<file path="src/rtl/xbp_pkg.sv">
package xbp_pkg;

    localparam int unsigned XB_PORTS  = 4;
    localparam int unsigned XB_LEVELS = 4;
    localparam int unsigned XB_ITERS  = 2;

    // width of an index into a set of n items, at least one bit
    function automatic int unsigned idx_width(input int unsigned n);
        return (n > 1) ? $clog2(n) : 1;
    endfunction

    // advance a round-robin position by one, modulo n
    function automatic int unsigned wrap_inc(input int unsigned v, input int unsigned n);
        return (v + 1 >= n) ? 0 : v + 1;
    endfunction

endpackage

</file>
<file path="src/rtl/xbp_level_enc.sv">
module xbp_level_enc
    import xbp_pkg::*;
#(
    parameter int unsigned N  = XB_PORTS,
    parameter int unsigned P  = XB_LEVELS,
    parameter int unsigned LW = idx_width(P)
) (
    input  logic [N*N*P-1:0]  req_i,
    output logic [N*N-1:0]    has_o,
    output logic [N*N*LW-1:0] lvl_o
);

    for (genvar q = 0; q < N*N; q++) begin : g_pair
        logic [LW-1:0] top;
        always_comb begin
            top = '0;
            for (int p = 0; p < P; p++) begin
                if (req_i[q*P + p]) top = LW'(p);
            end
        end
        assign has_o[q]          = |req_i[q*P +: P];
        assign lvl_o[q*LW +: LW] = top;
    end

endmodule

</file>
<file path="src/rtl/xbp_rr_pick.sv">
module xbp_rr_pick
    import xbp_pkg::*;
#(
    parameter int unsigned N  = XB_PORTS,
    parameter int unsigned IW = idx_width(N)
) (
    input  logic [N-1:0]  cand_i,
    input  logic [IW-1:0] ptr_i,
    output logic          hit_o,
    output logic [IW-1:0] idx_o
);

    always_comb begin
        hit_o = 1'b0;
        idx_o = '0;
        for (int unsigned k = 0; k < N; k++) begin
            int unsigned pos;
            pos = (int'(ptr_i) + k) % N;
            if (!hit_o && cand_i[pos]) begin
                hit_o = 1'b1;
                idx_o = IW'(pos);
            end
        end
    end

endmodule

</file>
<file path="src/rtl/xbp_iter.sv">
module xbp_iter
    import xbp_pkg::*;
#(
    parameter int unsigned N  = XB_PORTS,
    parameter int unsigned P  = XB_LEVELS,
    parameter int unsigned IW = idx_width(N),
    parameter int unsigned LW = idx_width(P)
) (
    input  logic [N-1:0]      in_free_i,
    input  logic [N-1:0]      out_free_i,
    input  logic [N*N-1:0]    has_i,
    input  logic [N*N*LW-1:0] lvl_i,
    input  logic [N*IW-1:0]   gptr_i,
    input  logic [N*IW-1:0]   aptr_i,
    output logic [N-1:0]      acc_v_o,
    output logic [N*IW-1:0]   acc_out_o
);

    logic [N-1:0]  g_hit;
    logic [IW-1:0] g_idx [N];

    // grant: each free output narrows to its top class, then rotates
    for (genvar o = 0; o < N; o++) begin : g_grant
        logic [N-1:0]  rq;
        logic [N-1:0]  cand;
        logic [LW-1:0] top;
        always_comb begin
            top = '0;
            for (int i = 0; i < N; i++) begin
                rq[i] = in_free_i[i] && out_free_i[o] && has_i[i*N + o];
                if (rq[i] && (lvl_i[(i*N + o)*LW +: LW] > top))
                    top = lvl_i[(i*N + o)*LW +: LW];
            end
            for (int i = 0; i < N; i++)
                cand[i] = rq[i] && (lvl_i[(i*N + o)*LW +: LW] == top);
        end
        xbp_rr_pick #(.N(N), .IW(IW)) u_pick (
            .cand_i (cand),
            .ptr_i  (gptr_i[o*IW +: IW]),
            .hit_o  (g_hit[o]),
            .idx_o  (g_idx[o])
        );
    end

    // accept: each input narrows its grants to the top class, then rotates
    for (genvar i = 0; i < N; i++) begin : g_accept
        logic [N-1:0]  gv;
        logic [N-1:0]  cand;
        logic [LW-1:0] top;
        logic [IW-1:0] sel;
        always_comb begin
            top = '0;
            for (int o = 0; o < N; o++) begin
                gv[o] = g_hit[o] && (g_idx[o] == IW'(i));
                if (gv[o] && (lvl_i[(i*N + o)*LW +: LW] > top))
                    top = lvl_i[(i*N + o)*LW +: LW];
            end
            for (int o = 0; o < N; o++)
                cand[o] = gv[o] && (lvl_i[(i*N + o)*LW +: LW] == top);
        end
        xbp_rr_pick #(.N(N), .IW(IW)) u_pick (
            .cand_i (cand),
            .ptr_i  (aptr_i[i*IW +: IW]),
            .hit_o  (acc_v_o[i]),
            .idx_o  (sel)
        );
        assign acc_out_o[i*IW +: IW] = sel;
    end

endmodule

</file>
<file path="src/rtl/xbp_prio_matcher.sv">
module xbp_prio_matcher
    import xbp_pkg::*;
#(
    parameter int unsigned N     = XB_PORTS,
    parameter int unsigned P     = XB_LEVELS,
    parameter int unsigned ITERS = XB_ITERS,
    localparam int unsigned IW   = idx_width(N),
    localparam int unsigned LW   = idx_width(P)
) (
    input  logic               clk,
    input  logic               rst,
    input  logic [N*N*P-1:0]   req_i,
    output logic [N*N-1:0]     match_o,
    output logic [N*LW-1:0]    lvl_o
);

    logic [N*N-1:0]    has;
    logic [N*N*LW-1:0] lvl_all;
    logic [N*IW-1:0]   gptr_q;
    logic [N*IW-1:0]   aptr_q;
    logic [N*N-1:0]    match_q;
    logic [N*LW-1:0]   lvl_q;
    logic [N*N-1:0]    match_nxt;
    logic [N*LW-1:0]   lvl_nxt;

    logic [N-1:0]      in_free_s  [ITERS+1];
    logic [N-1:0]      out_free_s [ITERS+1];
    logic [N-1:0]      acc_v_s    [ITERS];
    logic [N*IW-1:0]   acc_o_s    [ITERS];

    xbp_level_enc #(.N(N), .P(P), .LW(LW)) u_enc (
        .req_i (req_i),
        .has_o (has),
        .lvl_o (lvl_all)
    );

    assign in_free_s[0]  = '1;
    assign out_free_s[0] = '1;

    for (genvar k = 0; k < ITERS; k++) begin : g_round
        xbp_iter #(.N(N), .P(P), .IW(IW), .LW(LW)) u_iter (
            .in_free_i  (in_free_s[k]),
            .out_free_i (out_free_s[k]),
            .has_i      (has),
            .lvl_i      (lvl_all),
            .gptr_i     (gptr_q),
            .aptr_i     (aptr_q),
            .acc_v_o    (acc_v_s[k]),
            .acc_out_o  (acc_o_s[k])
        );
        assign in_free_s[k+1] = in_free_s[k] & ~acc_v_s[k];
        always_comb begin
            out_free_s[k+1] = out_free_s[k];
            for (int i = 0; i < N; i++) begin
                if (acc_v_s[k][i])
                    out_free_s[k+1][acc_o_s[k][i*IW +: IW]] = 1'b0;
            end
        end
    end

    // merge the matches of all rounds
    always_comb begin
        match_nxt = '0;
        lvl_nxt   = '0;
        for (int k = 0; k < ITERS; k++) begin
            for (int i = 0; i < N; i++) begin
                if (acc_v_s[k][i]) begin
                    match_nxt[i*N + int'(acc_o_s[k][i*IW +: IW])] = 1'b1;
                    lvl_nxt[i*LW +: LW] =
                        lvl_all[(i*N + int'(acc_o_s[k][i*IW +: IW]))*LW +: LW];
                end
            end
        end
    end

    always_ff @(posedge clk) begin
        if (rst) begin
            match_q <= '0;
            lvl_q   <= '0;
            gptr_q  <= '0;
            aptr_q  <= '0;
        end else begin
            match_q <= match_nxt;
            lvl_q   <= lvl_nxt;
            for (int i = 0; i < N; i++) begin
                if (acc_v_s[0][i]) begin
                    aptr_q[i*IW +: IW] <=
                        IW'(wrap_inc(int'(acc_o_s[0][i*IW +: IW]), N));
                    gptr_q[int'(acc_o_s[0][i*IW +: IW])*IW +: IW] <=
                        IW'(wrap_inc(i, N));
                end
            end
        end
    end

    assign match_o = match_q;
    assign lvl_o   = lvl_q;

    // ---------------------------------------------------------------
    // assertions
    // ---------------------------------------------------------------
    logic [N-1:0] col_any;
    always_comb begin
        col_any = '0;
        for (int i = 0; i < N; i++) col_any = col_any | match_q[i*N +: N];
    end

    for (genvar i = 0; i < N; i++) begin : g_chk_row
        assert_row_onehot_R3: assert property (@(posedge clk) disable iff (rst)
            $onehot0(match_q[i*N +: N]));
        assert_idle_level_R9: assert property (@(posedge clk) disable iff (rst)
            (match_q[i*N +: N] == '0) |-> (lvl_q[i*LW +: LW] == '0));
        for (genvar o = 0; o < N; o++) begin : g_pair
            // matched class must be the highest class requested one cycle earlier
            assert_top_class_R4: assert property (@(posedge clk) disable iff (rst)
                match_q[i*N + o] |->
                (($past(req_i[(i*N + o)*P +: P]) >> lvl_q[i*LW +: LW]) == P'(1)));
        end
    end

    for (genvar o = 0; o < N; o++) begin : g_chk_col
        logic [N-1:0] col;
        always_comb
            for (int i = 0; i < N; i++) col[i] = match_q[i*N + o];
        assert_col_onehot_R3: assert property (@(posedge clk) disable iff (rst)
            $onehot0(col));
        assert_ptr_hold_R7: assert property (@(posedge clk) disable iff (rst)
            (gptr_q[o*IW +: IW] != $past(gptr_q[o*IW +: IW])) |-> col_any[o]);
    end

endmodule

</file>
<file path="config.mk">
export PLATFORM = sky130hd
export DESIGN_NAME = xbp_prio_matcher
export DESIGN_NICKNAME = d
export VERILOG_FILES = /design/src/rtl/xbp_pkg.sv /design/src/rtl/xbp_level_enc.sv /design/src/rtl/xbp_rr_pick.sv /design/src/rtl/xbp_iter.sv /design/src/rtl/xbp_prio_matcher.sv
export SDC_FILE = /design/constraint.sdc
export NUM_CORES = 1
export LEC_CHECK = 0
export BUFFER_PORTS_ARGS = -buffer_cell sky130_fd_sc_hd__buf_2
export CORE_MARGIN = 8
export CORE_UTILIZATION = 43
export DETAILED_ROUTE_END_ITERATION = 7
export HOLD_SLACK_MARGIN = 0.05
export SETUP_SLACK_MARGIN = 0.5
export SKIP_LAST_GASP = 1
export SLEW_MARGIN = 10
export SYNTH_ARGS = -nofsm -noshare
export SYNTH_HDL_FRONTEND = slang
export SYNTH_SLANG_ARGS = --single-unit
</file>
<file path="constraint.sdc">
create_clock -name clk -period 30 [get_ports clk]
set_input_delay 6 -clock clk [delete_from_list [all_inputs] [get_ports clk]]
set_output_delay 6 -clock clk [all_outputs]
set_load 0.02 [all_outputs]
</file>
==> summary.txt, run 1 <==
Routing
  • Drt via density: 6.820
  • Routed len/inst: 24.62 µm
  • Post-route ant nets: 0
  • DRC Markers: 0
  • Initial DRC count: 1720
  • First-pass DRT Iterations: 6
  • Vias after detailed routing: ~17000
  • WL final: 60770 µm

Flow run
  • Max-cap violations: 0

Synth
  • Gate Count Post-Synth: approximately 2000
  • Ys async rst share: 0
  • Yosys reg bits: 40
  • Area leader, netlist: ha_1
  • Top FF cell, synth: dfxtp_1
  • Synth Cell Area: between 10000 and 15000 µm²
  • Largest cells by area after synthesis: ha_1, dfxtp_1, nand2_1
  • Netlist cell types: 135
  • EDFF count, synth: 0
  • Top cell type's share of synthesized area: 0.1017
  • Syn_nets: around 2200
  • Synthesized area per cell: 7.016 µm²
  • Synth warn: 0
  • Seq/Total Area, Yosys: 0.05762

Clocking
  • Clk buf depth: 2
  • CTS root buffer: clkbuf_16
  • CTS buffer count: 5
  • Clock sinks: 40
  • Clock Pin Slew Worst Setup and Hold Paths: ~0.07 ns
  • Clk_lat worst skew: 0.32 ns
  • H-tree levels: 2
  • CTS tree: yes

Global routing
  • Largest net degree at the start of global routing: 29
  • Vias in the first global route: about 16000
  • First-pass GRT wire length: 92930 µm
  • Remaining global-route overflow: 0
  • Total track usage: 0.3050
  • Initial antenna violation count: 1

Layout
  • Final core utilization: 0.4761
  • Layout area overhead: 10.33%
  • Nets@finish: 2237
  • Commonest cells after routing, fill and taps aside: nand2_1, nor2_1, a21oi_1, ha_1, inv_1
  • Layout cells sized above 1: 0.1889
  • Most common cell after layout, fill and taps aside: nand2_1
  • Layout fillers: 3307

Floorplanning
  • # rows: 66
  • Die Width: 195.8 µm
  • Ports: 90
  • Die Area: 38330 µm²
  • Core ar.: 32210 µm²
  • Die Y-Extent: 195.8 µm
  • Starting Density: 0.4315

Worst setup path
  • Delay of the slowest cell on the worst path: 0.62 ns
  • Slowest stage cell, crit path: a2111oi_0
  • Max FO, Critical Path: 15
  • CP dominant cell by count: ha_1
  • Setup crit start kind: input port
  • Crit path DAT: 28.39 ns
  • Endpoint type of the worst setup path: flip-flop
  • Critical path class: in -> reg
  • Critical Path RT: 30.23 ns

Placed design
  • Detail Placement HPWL: 48320 µm
  • RD Place Congestion: 1.006
  • I/O Buffers: roughly 90

Run status
  • Outcome: completed

Hold path
  • Worst Hold Class: reg -> reg

Timing
  • Max_slew headroom: 0.1909
  • Tmin final: 28.16 ns
  • Final setup TNS: 0 ns
  • Slew @ Worst Pin: 1.202 ns
  • Final-report hold violation count: 0
  • RSZ-0062 raised after global routing: no
  • Setup violators final: 0
  • Final Skew: 0.009166 ns
  • Peak Freq: 0.03551 GHz
  • Final slew viol count: 0
  • Final cycle utilization of the critical path: 0.9387
==> final timing paths <==
path / startpoint / endpoint / slack (ns) / cells after the start
setup / recovery: req_i[18] / match_o[0] / 1.84 / 93
hold / removal: aptr_q[3] / aptr_q[3] / 0.60 / 2
setup reg to reg: gptr_q[3] / match_o[0] / 11.27 / 79
hold reg to reg: aptr_q[3] / aptr_q[3] / 0.60 / 2
==> worst max-delay path, delay by kind of cell <==
kind	cells	cell delay (ns)
AOI/OAI and AO/OA	35	8.45
muxes	1	0.35
and+or+nand+nor	32	8.02
xor gates and xnor gates	1	0.16
adders and majority gates	12	3.63
buffers and inverters	12	1.74
==> metal layers <==
layer	routed length, µm	up-vias	track usage	share of wire
met5	9	-	0	0.00015
met1	24910	7960	0.3886	0.41
met4	3100	2	0.1494	0.051
li1	-	7804	-	-
met3	6215	164	0.06974	0.10
met2	26530	902	0.4786	0.44
==> flip-flops by register name (all words and copies together) (netlist names) <==
signal	cells
aptr_q	8
match_o	16
gptr_q	8
lvl_o	8
==> repair_timing <==
action                                  in CTS  in global routing
buffers inserted                             0                  1
hold buffers                                 0                  0
endpoints found under the setup margin       2                 24
endpoints found under the hold margin        0                  0
pin swaps                                    0                  3
resized for setup                            1                 50
cloned                                       0                  0
==> layout make-up <==
| cell class | instances | area, µm² | share of cell area |
|---|---|---|---|
| Multi-Input combinational cell | 1730 | 12430 | 0.8106 |
| Timing Repair Buffer | 163 | 1001 | 0.06528 |
| Sequential cell | 40 | 800.8 | 0.05222 |
| Tap cell | 408 | 510.5 | 0.03329 |
| Inverter | 118 | 442.9 | 0.02889 |
| Clock buffer | 8 | 146.4 | 0.009547 |
| Antenna cell | 1 | 2.502 | 0.0001632 |
==> through the flow <==
stage / instance area [µm²] / hold slack, ns / cells / worst slack [ns]
5_1_grt: 15330 / 0.6463 / 2467 / 0.3786
6_report: 15330 / 0.6013 / 2468 / 1.839
2_1_floorplan: 13900 / 0.5724 / 1981 / 2.914
3_3_place_gp: 14950 / 0.5753 / 2458 / 0.7056
4_1_cts: 15100 / 0.5954 / 2466 / 0.6011
3_5_place_dp: 14950 / 0.5833 / 2458 / 0.1246
==> cells in the mapped netlist (38+ instances only) <==
cell type  instances
nand3_1           67
inv_1             96
nor3_1            80
ha_1             113
nor2_1           172
clkbuf_1          59
nand2_1          183
xnor2_1           48
a21oi_1          125
nand4_1           38
o21ai_0           83
nor2b_1           39
dfxtp_1           40
a211oi_1          39
==> cell families (layout without fill, tap and decap cells) <==
kind of cell	count (synthesis)	after routing	synth area share
flops	40	40	0.05762
compound gates	689	689	0.3934
buf+inv	211	289	0.06410
xor+xnor	51	51	0.03268
fa+ha+maj	113	113	0.1017
simple gates	830	830	0.3141
other cells	0	1	0
mux	47	47	0.03637
Power of run 1 is left out: the tool's default activity adds up to more than one toggle a clock period on the data nets, which glitch-free logic cannot reach.
==> run 2: changes to the inputs <==
--- a/config.mk
+++ b/config.mk
@@ -6,10 +6,13 @@
 export NUM_CORES = 1
 export LEC_CHECK = 0
 export BUFFER_PORTS_ARGS = -buffer_cell sky130_fd_sc_hd__buf_2
+export CELL_PAD_IN_SITES_DETAIL_PLACEMENT = 1
+export CELL_PAD_IN_SITES_GLOBAL_PLACEMENT = 1
 export CORE_MARGIN = 8
 export CORE_UTILIZATION = 43
 export DETAILED_ROUTE_END_ITERATION = 7
 export HOLD_SLACK_MARGIN = 0.05
+export PLACE_DENSITY_LB_ADDON = 0.1
 export SETUP_SLACK_MARGIN = 0.5
 export SKIP_LAST_GASP = 1
 export SLEW_MARGIN = 10
==> summary.txt, run 2 (synthesized netlist as in run 1, its figures left out) <==
Floorplanning
  • Die Y-Extent: 195.8 µm (unchanged)
  • # rows: 66 (unchanged)
  • Die Width: 195.8 µm (unchanged)
  • Core ar.: 32210 µm² (unchanged)
  • Die Area: 38330 µm² (unchanged)
  • Starting Density: 0.4315 (unchanged)
  • Ports: 90 (unchanged)

Worst setup path
  • R2R depth: 82 (+3.8%)
  • Setup crit start kind: input port
  • Critical R2R Launch: gptr_q[1]
  • Max FO, Critical Path: 9 (-6)
  • Endpoint type of the worst setup path: flip-flop
  • R2r setup slk: 11.13 ns (-0.14 ns)
  • Crit path DAT: 28.34 ns (-0.05 ns)
  • Instance count on the critical path: 102 (+9.7%)
  • Delay of the slowest cell on the worst path: 0.60 ns (-0.02 ns)
  • Slowest stage cell, crit path: or4b_1
  • Worst path bufs/invs: 8 (-4)
  • CP dominant cell by count: ha_1
  • Crit Reg-Reg Endpoint: match_o[12]
  • Crit path launch: req_i[3]
  • Critical Path RT: 30.23 ns (about the same)
  • CP delay by family, top: simple AND/OR/NAND/NOR gates
  • Setup crit end: match_o[12]
  • Critical path class: in -> reg

Routing
  • Vias after detailed routing: 17010 (+1.1%)
  • WL final: 66870 µm (+10%)
  • First-pass DRT Iterations: 5 (-1)
  • DRC Markers: 0 (unchanged)
  • Initial DRC count: 1218 (-29%)
  • Routed len/inst: 27.06 µm (+9.9%)
  • Drt via density: 6.885 (+0.95%)
  • Post-route ant nets: 0 (unchanged)

Global routing
  • Largest net degree at the start of global routing: 44 (+52%)
  • First-pass GRT wire length: 102400 µm (+10%)
  • Total track usage: 0.3378 (+0.03286)
  • Initial antenna violation count: 1 (unchanged)
  • Vias in the first global route: 17100 (+8.8%)
  • Remaining global-route overflow: 0 (unchanged)

Layout
  • Most common cell after layout, fill and taps aside: nand2_1
  • FF+latch area: 800.8 µm² (unchanged)
  • Layout area overhead: 10.56%
  • Layout cells sized above 1: 0.1929 (+0.003996)
  • Max reg flops: 16 (unchanged)
  • Final core utilization: 0.4771 (+0.001010)
  • Ant diodes: 0 (-1)
  • Multi-input logic area: 12430 µm² (about the same)
  • Commonest cells after routing, fill and taps aside: nand2_1, nor2_1, a21oi_1, ha_1, inv_1
  • Layout fillers: 4225 (+28%)
  • Nets@finish: 2241 (+0.18%)

Timing
  • Setup violators final: 0 (unchanged)
  • Final cycle utilization of the critical path: 0.9371 (-0.001613)
  • RSZ-0062 raised after global routing: no
  • Slew @ Worst Pin: 1.117 ns (-0.08532 ns)
  • Max_slew headroom: 0.2507 (+0.05978)
  • Final slew viol count: 0 (unchanged)
  • Final Skew: 0.01438 ns (+0.005211 ns)
  • Peak Freq: 0.03557 GHz (+0.17%)
  • Tmin final: 28.11 ns (-0.04839 ns)
  • Final-report hold violation count: 0 (unchanged)

Flow run
  • Max-cap violations: 0 (unchanged)

Clocking
  • CTS tree: yes
  • H-tree levels: 2 (unchanged)
  • Cts hold-fix bufs: 0 (unchanged)
  • CTS root buffer: clkbuf_16
  • CTS buffer count: 5 (unchanged)
  • Clock sinks: 40 (unchanged)
  • Clk buf depth: 2 (unchanged)
  • Clk_lat worst skew: 0.33 ns (about the same)
  • Clock Pin Slew Worst Setup and Hold Paths: 0.08 ns (about the same)

Placed design
  • Detail Placement HPWL: 54100 µm (+12%)
  • I/O Buffers: 89 (unchanged)
  • RD Place Congestion: 1.026 (+2.1%)

Run status
  • Outcome: completed

Hold path
  • Worst Hold Class: reg -> reg
run 2: area by class of cell:
type                            instances  share of cell area
Tap cell                              408             0.03322
Clock buffer                            6            0.009038
Sequential cell                        40             0.05211
Clock inverter                          2           0.0006514
Inverter                              118             0.02883
Multi-Input combinational cell       1730              0.8091
Timing Repair Buffer                  167             0.06710
run 2: worst min path at each step:
stage,start,to,slack [ns],cells after the start
floorplan,aptr_q[6],aptr_q[6],0.57,3
global placement,aptr_q[3],aptr_q[3],0.59,2
detailed placement,aptr_q[3],aptr_q[3],0.61,2
CTS,aptr_q[3],aptr_q[3],0.62,2
global route,aptr_q[3],aptr_q[3],0.66,2
finish,aptr_q[3],aptr_q[3],0.62,2
run 2: tightest hold or removal path, cell delays in order, from the launching register on:
cell     delay [ns]
dfxtp_1        0.42
nand2_1        0.10
a21oi_1        0.05
run 2: through the flow:
stage          instances  setup slack [ns]  hold slack [ns]  TNS, ns  instance area (µm²)
3_3_place_gp        2450            0.4728           0.5871        0                14890
4_1_cts             2458            0.5253           0.6180        0                15070
6_report            2471             1.887           0.6161        0                15370
2_1_floorplan       1981             2.914           0.5724        0                13900
5_1_grt             2471            0.3695           0.6599        0                15370
3_5_place_dp        2450           -0.3469           0.6073   -1.650                14890
run 2: repair_timing:
item | CTS | global route
pin swaps | 0 | 10
endpoints found under the setup margin | 18 | 24
buffers inserted | 0 | 13
resized for setup | 6 | 48
run 2: metal layers:
metal  wire [µm]  GRT usage
met1       28240     0.4288
met2       30240     0.5517
met3        5107    0.05980
met4        3269     0.1522
met5          10          0
Power of run 2 is left out for the same reason.
==> run 3: changes to the inputs <==
--- a/config.mk
+++ b/config.mk
@@ -11,6 +11,7 @@
 export CORE_MARGIN = 8
 export CORE_UTILIZATION = 43
 export DETAILED_ROUTE_END_ITERATION = 7
+export GPL_TIMING_DRIVEN = 0
 export HOLD_SLACK_MARGIN = 0.05
 export PLACE_DENSITY_LB_ADDON = 0.1
 export SETUP_SLACK_MARGIN = 0.5
==> constraint.sdc (replaced) <==
create_clock -name clk -period 34.8 [get_ports clk]
set_input_delay 6.96 -clock clk [delete_from_list [all_inputs] [get_ports clk]]
set_output_delay 6.96 -clock clk [all_outputs]
set_load 0.02 [all_outputs]
==> summary.txt, run 3 (synthesized netlist as in run 1, its figures left out) <==
Routing
  • Routed len/inst: 26.67 µm (-1.4%)
  • Post-route ant nets: 0 (unchanged)
  • DRC Markers: 0 (unchanged)
  • First-pass DRT Iterations: 6 (+1)
  • WL final: 66290 µm (-0.87%)
  • Initial DRC count: 1404 (+15%)
  • Top layer in use: met4
  • Drt via density: 6.950 (+0.94%)
  • DR WL met2: 28680 µm (-5.2%)
  • Met3 Routed Length: 5506 µm (+7.8%)
  • Post-Route M1 WL: 28120 µm (-0.42%)
  • Vias after detailed routing: 17270 (+1.5%)

Layout
  • Commonest cells after routing, fill and taps aside: nand2_1, nor2_1, a21oi_1, ha_1, buf_2
  • Layout area overhead: 8.345%
  • Layout fillers: 4217 (-0.19%)
  • Most common cell after layout, fill and taps aside: nand2_1
  • Layout cells sized above 1: 0.1546 (-0.03830)
  • FF+latch area: 800.8 µm² (unchanged)
  • Max reg flops: 16 (unchanged)
  • Multi-input logic area: 12250 µm² (-1.5%)
  • Nets@finish: 2254 (+0.58%)

Worst setup path
  • Worst path bufs/invs: 8 (unchanged)
  • CP dominant cell by count: ha_1
  • Setup crit start kind: input port
  • Critical R2R Launch: gptr_q[0]
  • Endpoint type of the worst setup path: flip-flop
  • Delay of the slowest cell on the worst path: 0.62 ns (+0.02 ns)
  • R2r setup slk: 13.05 ns (+1.92 ns)
  • Max FO, Critical Path: 10 (+1)
  • Critical Path RT: 34.94 ns (+4.71 ns)
  • Crit path DAT: 33.11 ns (+4.77 ns)
  • R2R depth: 84 (+2.4%)
  • Slowest stage cell, crit path: a211oi_1
  • Critical path class: in -> reg
  • Crit Reg-Reg Endpoint: lvl_o[5]
  • CP delay by family, top: compound AO/OA/AOI/OAI gates

Floorplanning
  • Die Area: 38330 µm² (unchanged)
  • Ports: 90 (unchanged)
  • # rows: 66 (unchanged)
  • Starting Density: 0.4315 (unchanged)
  • Core ar.: 32210 µm² (unchanged)
  • Die Y-Extent: 195.8 µm (unchanged)
  • Die Width: 195.8 µm (unchanged)

Run status
  • Outcome: completed

Hold path
  • Worst Hold Depth: 3 (+1)
  • Hold Startpoint: aptr_q[2]
  • Worst Hold Class: reg -> reg
  • Hold endpoint: aptr_q[2]

Timing
  • Final slew viol count: 0 (unchanged)
  • Tmin final: 32.96 ns
  • Max_slew headroom: 0.1855 (-0.06526)
  • Final-report hold violation count: 0 (unchanged)
  • Setup violators final: 0 (unchanged)
  • Slew @ Worst Pin: 1.212 ns (+0.09531 ns)
  • RSZ-0062 raised after global routing: yes
  • Final Skew: 0.008673 ns (-0.005703 ns)
  • Final cycle utilization of the critical path: 0.9472
  • Peak Freq: 0.03034 GHz
  • Final setup TNS: 0 ns (unchanged)

Flow run
  • Max-cap violations: 0 (unchanged)

Clocking
  • H-tree levels: 2 (unchanged)
  • Post-CTS setup repair buffer count: 0 (unchanged)
  • Post-CTS Resized: 0 (-6)
  • CTS buffer count: 5 (unchanged)
  • Clock Pin Slew Worst Setup and Hold Paths: 0.08 ns (about the same)
  • Clk_lat worst skew: 0.34 ns (about the same)
  • Clk buf depth: 2 (unchanged)
  • CTS root buffer: clkbuf_16
  • Clock sinks: 40 (unchanged)
  • Cts hold-fix bufs: 0 (unchanged)
  • CTS tree: yes

Global routing
  • Initial antenna violation count: 1 (unchanged)
  • First-pass GRT wire length: 101300 µm (-1.1%)
  • Vias in the first global route: 16880 (-1.2%)
  • Largest net degree at the start of global routing: 15 (-66%)
  • Total track usage: 0.3349 (-0.002990)
  • Remaining global-route overflow: 0 (unchanged)

Placed design
  • RD Place Congestion: 1.010 (-1.6%)
  • I/O Buffers: 87 (-2.2%)
  • Detail Placement HPWL: 54070 µm (about the same)
## run 3: through the flow
stage               area (µm²)    util  setup slack, ns  instances  hold slack, ns
finish                   15060  0.4676            1.836       2485          0.6732
global route             15060  0.4675           0.4187       2484          0.7250
CTS                      15020  0.4662            1.040       2484          0.6659
detailed placement       14840  0.4609           0.7524       2476          0.6487
global placement         14840  0.4609            1.249       2476          0.6404
floorplan                13900       -            6.754       1981          0.5724
## run 3: tightest hold or removal path, cell delays in order, from the launching register on
cell,delay [ns]
dfxtp_1,0.36
nor2_1,0.15
nor3_1,0.06
nor2_1,0.07
## run 3: how the worst max path moves through the flow
stage                     startpoint          to  cells past startpoint
after global routing        req_i[3]    lvl_o[5]                    104
after CTS                   req_i[3]    lvl_o[5]                    102
after global placement      req_i[3]  match_o[0]                    102
after detailed placement    req_i[3]    lvl_o[5]                    102
final                       req_i[3]    lvl_o[5]                    101
after floorplan             req_i[3]    lvl_o[0]                    101
## run 3: cell type report
cell class | count | share of cell area
multi-input cells | 1730 | 0.8132
clock buffers | 5 | 0.008309
flip-flops and latches | 40 | 0.05318
plain buffers | 93 | 0.02983
inverters | 118 | 0.02941
diodes | 1 | 0.0001662
repair buffers | 87 | 0.02892
clock inverters | 3 | 0.003074
well taps | 408 | 0.03390
## run 3: per-layer routing
layer / global-route usage / up-vias
met4: 0.1917 / 0
met3: 0.05809 / 175
met2: 0.5242 / 753
li1: - / 7834
met1: 0.4286 / 8509
met5: 0 / -
Power of run 3 is left out for the same reason.
